**src/rtl/packed_addsub64.sv**
```systemverilog
module packed_addsub64 (
  input  logic [63:0] dst_i,
  input  logic [63:0] src_i,
  input  logic        sub_i,
  input  logic [1:0]  size_i,
  input  logic [1:0]  mode_i,
  output logic [63:0] res_o,
  output logic        illegal_o
);
  localparam int NB = 8;

  logic [2:0]    grp;
  logic [NB-1:0] cout, sov, uov;
  logic [7:0]    sum [NB];

  assign grp = (size_i == 2'd0) ? 3'd0 : (size_i == 2'd1) ? 3'd1 : 3'd3;
  assign illegal_o = (size_i == 2'd3) || (mode_i == 2'd3) ||
                     ((mode_i != 2'd0) && (size_i == 2'd2));

  for (genvar k = 0; k < NB; k++) begin : g_byte
    localparam logic [2:0] KK = 3'(k);
    logic [7:0] a, b, sat;
    logic       cin, top, neg;
    logic [2:0] t;

    assign a = dst_i[8*k +: 8];
    assign b = src_i[8*k +: 8] ^ {8{sub_i}};
    if (k == 0) begin : g_first
      assign cin = sub_i;
    end else begin : g_rest
      assign cin = ((KK & grp) == 3'd0) ? sub_i : cout[k-1];
    end
    assign {cout[k], sum[k]} = {1'b0, a} + {1'b0, b} + {8'd0, cin};
    assign sov[k] = (a[7] == b[7]) && (sum[k][7] != a[7]);
    assign uov[k] = cout[k] ^ sub_i;

    assign t   = KK | grp;
    assign top = (t == KK);
    assign neg = dst_i[{t, 3'b111}];

    always_comb begin
      sat = sum[k];
      if (mode_i == 2'd1 && sov[t])
        sat = top ? (neg ? 8'h80 : 8'h7F) : (neg ? 8'h00 : 8'hFF);
      else if (mode_i == 2'd2 && uov[t])
        sat = sub_i ? 8'h00 : 8'hFF;
    end

    assign res_o[8*k +: 8] = illegal_o ? 8'h00 : sat;
  end
endmodule


```
**config.mk**
```make
export PLATFORM = sky130hd
export DESIGN_NAME = packed_addsub64
export DESIGN_NICKNAME = d
export VERILOG_FILES = /design/src/rtl/packed_addsub64.sv
export SDC_FILE = /design/constraint.sdc
export NUM_CORES = 1
export LEC_CHECK = 0
export ABC_AREA = 1
export CORE_MARGIN = 2
export CORE_UTILIZATION = 40
export DETAILED_ROUTE_END_ITERATION = 7
export PLACE_DENSITY = 0.77
export SLEW_MARGIN = 20
export SYNTH_ARGS = -nofsm -noshare
export SYNTH_HDL_FRONTEND = slang
export SYNTH_SLANG_ARGS = --single-unit
```
**constraint.sdc**
```tcl
create_clock -name vclk -period 10.1
set_clock_uncertainty 0.15 [all_clocks]
set_input_delay 2.02 -clock vclk [all_inputs]
set_output_delay 2.02 -clock vclk [all_outputs]
set_load 0.02 [all_outputs]
```
# Word level (Yosys, flattened, before mapping)

Cells that the tools add are included.
Widths: inputs -> output; s select.

$add $sub $neg: 16
Order comparisons: 14
Equality and inequality tests: 22
Multiplexer cells: 98
Bitwise logic cells: 16
Reduce and logical (&&, ||, !) cells: 39

Operators by type and width:

| cell                    | number |
|---|---|
| $mux 8                  | 47 |
| $add 8x8->9             | 8 |
| $add 9x1->9             | 8 |
| $xor 8x8->8             | 8 |
| $mux 1                  | 37 |
| $logic_and 1x1->1       | 25 |
| $lt 5x7->1 const B      | 3 |
| $lt 6x7->1 const B      | 3 |
| $bmux 1 s2              | 9 |
| $logic_not 3->1         | 6 |
| $lt 2x4->1 const B      | 3 |
| $lt 3x4->1 const B      | 3 |
| $bmux 1 s3              | 3 |
| $eq 1x1->1              | 8 |
| $eq 2x2->1 const B      | 4 |
| $logic_not 2->1         | 4 |
| $ne 1x1->1              | 8 |
| $xor 1x1->1             | 8 |
| $lt 5x7->1 const AB     | 1 |
| $eq 2x1->1 const B      | 2 |
| $lt 2x4->1 const AB     | 1 |
| $mux 2                  | 2 |
| $logic_not 3->1 const A | 1 |
| $logic_or 1x1->1        | 2 |
| $reduce_bool 2->1       | 1 |

Register bits after elaboration: 0
Input bits: 133
Output and inout bits: 65
Word-level logic and storage cells: 205

# Logic depth before layout (Yosys ltp)

Depth after elaboration: 25
Depth in mapped cells: 39
Gate-level depth less buffers: 39

# Worst setup path before layout

OpenSTA, ideal clock, no wires.

Kind: input-to-output
Start: input sub_i
End: output res_o[10]
Arrival time: 8364 ps
Slack: -434 ps
Cell stages on the path: 38
Path buffers: 3
Path through: buf_2 -> buf_2 -> buf_2 -> xor2_1 -> fa_1 -> nand3_1 -> nand3_1 -> nand2_1 -> nand2_1 -> o21ai_0 -> inv_1 -> fa_1 -> fa_1 -> nand3_1 -> nand2_1 -> nand2_1 -> a31oi_1 -> fa_1 -> (+2 left out) -> nand3_1 -> nand4_1 -> nand2_1 -> o21ai_0 -> inv_1 -> fa_1 -> fa_1 -> nand3_1 -> nand2_1 -> nand2_1 -> nand2_1 -> nand2_2 -> nand3_4 -> nand2_1 -> inv_2 -> nand2_2 -> o21ai_0 -> a21oi_1

Cells in the longest elaborated chain, start to end: 24
Elaborated cells on any way between the ends: 57

RTL lines:

| item                                                       | RTL line | RTL |
|---|---|---|
| start: declaration                                         | 4        | `input logic sub_i,` |
| $xor 8x8->8                                                | 27       | `assign b = src_i[8*k +: 8] ^ {8{sub_i}};` |
| $add 8x8->9                                                | 33       | `assign {cout[k], sum[k]} = {1'b0, a} + {1'b0, b} + {8'd0, cin};` |
| $add 9x1->9                                                | 33       |  |
| $mux 1                                                     | 31       | `assign cin = ((KK & grp) == 3'd0) ? sub_i : cout[k-1];` |
| $add 9x1->9                                                | 33       |  |
| $mux 1                                                     | 31       |  |
| $add 9x1->9                                                | 33       |  |
| $mux 1                                                     | 31       |  |
| (+8 left out)                                              | -        |  |
| $add 9x1->9                                                | 33       |  |
| $xor 1x1->1 or $ne 1x1->1 (tied branches)                  | 35, 34   |  |
| $bmux 1 s2 or $logic_and 1x1->1 (tied branches)            | 45, 34   |  |
| $mux 1 (implied by the code) or $bmux 1 s2 (tied branches) | 45, 43   |  |
| $logic_and 1x1->1 or $mux 1 (tied branches)                | 45, 43   |  |
| $mux 8 or $logic_and 1x1->1 (tied branches)                | 45, 43   |  |
| $mux 8 (*)                                                 | 43       | `if (mode_i == 2'd1 && sov[t])` |
| $mux 8 (*)                                                 | 49       | `assign res_o[8*k +: 8] = illegal_o ? 8'h00 : sat;` |
| end: declaration                                           | 7        | `output logic [63:0] res_o,` |

Mark *: on every way between the ends. The rest lies on a longest branch, timed or not. The select of a mux whose other input is x is not followed.

# Worst setup path in the final report

Start: input sub_i
End: output res_o[4]

Cells in the longest elaborated chain, start to end: 24
Elaborated cells on any way between the ends: 73

RTL lines:

| item                                                       | RTL line |
|---|---|
| $xor 8x8->8                                                | 27 |
| $add 8x8->9                                                | 33 |
| $add 9x1->9                                                | 33 |
| $mux 1                                                     | 31 |
| $add 9x1->9                                                | 33 |
| $mux 1                                                     | 31 |
| $add 9x1->9                                                | 33 |
| $mux 1                                                     | 31 |
| (+8 left out)                                              | - |
| $add 9x1->9                                                | 33 |
| $xor 1x1->1 or $ne 1x1->1 (tied branches)                  | 35, 34 |
| $bmux 1 s3 or $logic_and 1x1->1 (tied branches)            | 45, 34 |
| $mux 1 (implied by the code) or $bmux 1 s3 (tied branches) | 45, 43 |
| $logic_and 1x1->1 or $mux 1 (tied branches)                | 45, 43 |
| $mux 8 or $logic_and 1x1->1 (tied branches)                | 45, 43 |
| $mux 8 (*)                                                 | 43 |
| $mux 8 (*)                                                 | 49 |

Marked as above.

==> run summary <==
FF+latch area - 0 µm²
Final Cell Area - 9430 µm²
Fillcell total - 919
Nets@finish - 1391
CP Class - in -> out
Final period util - 101%
Buffers on Ports - 198
Int Pwr - 438 µW
GP Congestion - 0.928
Hold buffers post-CTS - 0
Std-Cell Rows - 41
CP peak stage delay - 0.42 ns
Area Growth Syn to Fin - 84.7%
Lkg Pwr - 0.00475 µW
Synth warnings - 0
Failing checks - negative setup slack
Fin. Hold Viols - 0
Pwr dens - 100 nW/µm²
Chip Width - 117 µm
Sw frac - 53.7%
Delay-heaviest family, CP - adder cells
Slew headroom - 56.5%
I/O Pins - 198
Flop pwr share - 0%
CP bufs+invs - 7
CP arrival - 7.99 ns
Final worst setup slack - -0.0556 ns
GRT Total Usage - 26.5%
Syn_nets - 1056
Initial Utilization - 40.8%
Yosys cell types - 40
Leading cell types in the layout, fill and taps excluded - 183 x nand2_1, 154 x buf_4, 111 x clkdlybuf4s50_1, 85 x inv_1, 84 x xor2_1
Final HPWL from detailed placement - 14.6 mm
RSZ-0062 raised after global routing - true
Outcome - finished, violations left
Vias in the first global route - 6711
Final setup TNS - -0.0556 ns
Required @ worst endpoint - 7.93 ns
Final setup fails - 1
Crit end category - output port
Vias - 7053
First-pass GRT wire length - 30.0 mm
Drt drc - 0
Max rail drop VDD - 0.0708 mV
Sequential cell count - 0
Initial DRC Count - 355
Via-to-Cell Ratio - 5.21
Cell Area, Placed - 8230 µm²
Mapped Area - 5110 µm²
1st-pass router iterations - 5
Final Slew Violations - 0
Fin crit period - 10.16 ns
Avg WL per Cell - 15.1 µm
ANT nets after route - 0
Die height - 117 µm
Share of layout cells above drive strength 1 - 37.6%
Maximum number of pins on one net before global-route repair - 26
Clock Buffer Count - 0
Register area share after synthesis - 0%
CP max FO - 8
Startpoint types - input pin
Max frequency - 98.5 MHz
Routed WL - 20.5 mm
Die area - 13700 µm²
Tot Pwr - 946 µW
Overflow after GRT - 0
CORE AREA - 12500 µm²
Multi-input logic area - 5710 µm²
MaxCap Viol Count - 0
Most common cell after layout, fill and taps aside - nand2_1
Part of the power in the clock network - 0%
Post-Synthesis Cells - 849
WHS - 4.44 ns
Initial antenna violation count - 0
Synth Area per Inst - 6.02 µm²
Least-Margin Pin Slew - 0.650 ns
Min-delay worst type - in -> out
Dpl ws - -1.14 ns
Crit path top cell by count - fa_2
Psw - 508 µW
# diodes - 0
Combinational fraction of design power - 100.0%
Slowest cell on crit path - fa_2
-- tightest hold or removal path, delay by kind of cell --
| family | cells | cell delay (ns) |
|---|---|---|
| buf+inv | 2 | 0.23 |
| simple gates | 2 | 0.13 |
| xor+xnor | 1 | 0.12 |
| compound gates | 1 | 0.05 |
-- routing by layer --
| layer | GRT usage [%] | share of wire (%) | up-vias | wire length, µm |
|---|---|---|---|---|
| met5 | 0 | 0 | - | 0 |
| met4 | 7.14 | 3.2 | 0 | 653 |
| met3 | 1.75 | 5.2 | 61 | 1070 |
| met2 | 49.7 | 51 | 273 | 10500 |
| met1 | 32.6 | 40 | 3276 | 8240 |
| li1 | - | - | 3443 | - |
-- kinds of logic after synthesis --
kind of cell | share of synthesized area, %
AND/OR/NAND/NOR | 34.8
buffers and inverters | 8.43
adder cells (fa/ha/maj) | 20.2
XOR/XNOR | 19.0
AO/OA/AOI/OAI | 17.6
-- final timing paths --
path | startpoint | endpoint | slack (ns) | cells past startpoint
max | sub_i | res_o[4] | -0.06 | 39
min | src_i[32] | res_o[32] | 4.44 | 6
-- area by class of cell --
class	instances	area share (%)
inverter	98	3.93
multi-input combinational	738	60.5
tap	172	2.28
timing repair buffer	346	33.2
-- cell usage after synthesis, drive strengths merged --
master	n	area, µm²
o21a	1	7.51
nor2	67	277
nand2	252	976
nand3b	1	7.51
o21ai	28	159
a21o	5	37.5
a22oi	2	33.8
xnor2	20	175
a31oi	10	62.6
a21boi	3	26.3
nor3	2	10.0
fa	14	280
ha	60	751
a21oi	95	479
clkbuf	2	7.51
and2	1	6.26
inv	98	368
o211ai	1	12.5
nand3	64	398
nand4	12	103
buf	11	55.1
xor2	91	797
o21bai	9	78.8
-- power by group through the flow --
stage | registers [µW] | logic, µW | clock network (µW)
6_report | 0 | 946 | 0
3_5_place_dp | 0 | 775 | 0
5_1_grt | 0 | 1020 | 0
4_1_cts | 0 | 835 | 0
2_1_floorplan | 0 | 484 | 0
3_3_place_gp | 0 | 765 | 0
-- metrics by stage --
stage               cells  utilization (%)
floorplan             849                -
global placement     1287             65.7
detailed placement   1287             65.7
CTS                  1333             70.2
global route         1354             75.4
finish               1354             75.4
-- what timing repair did --
action,4_1_cts,5_1_grt
pin swaps,52,76
setup endpoints to repair,64,64
setup buffers,46,21
hold endpoints to repair,0,0
resized for setup,412,153
Power figures use the tool's default switching activity.
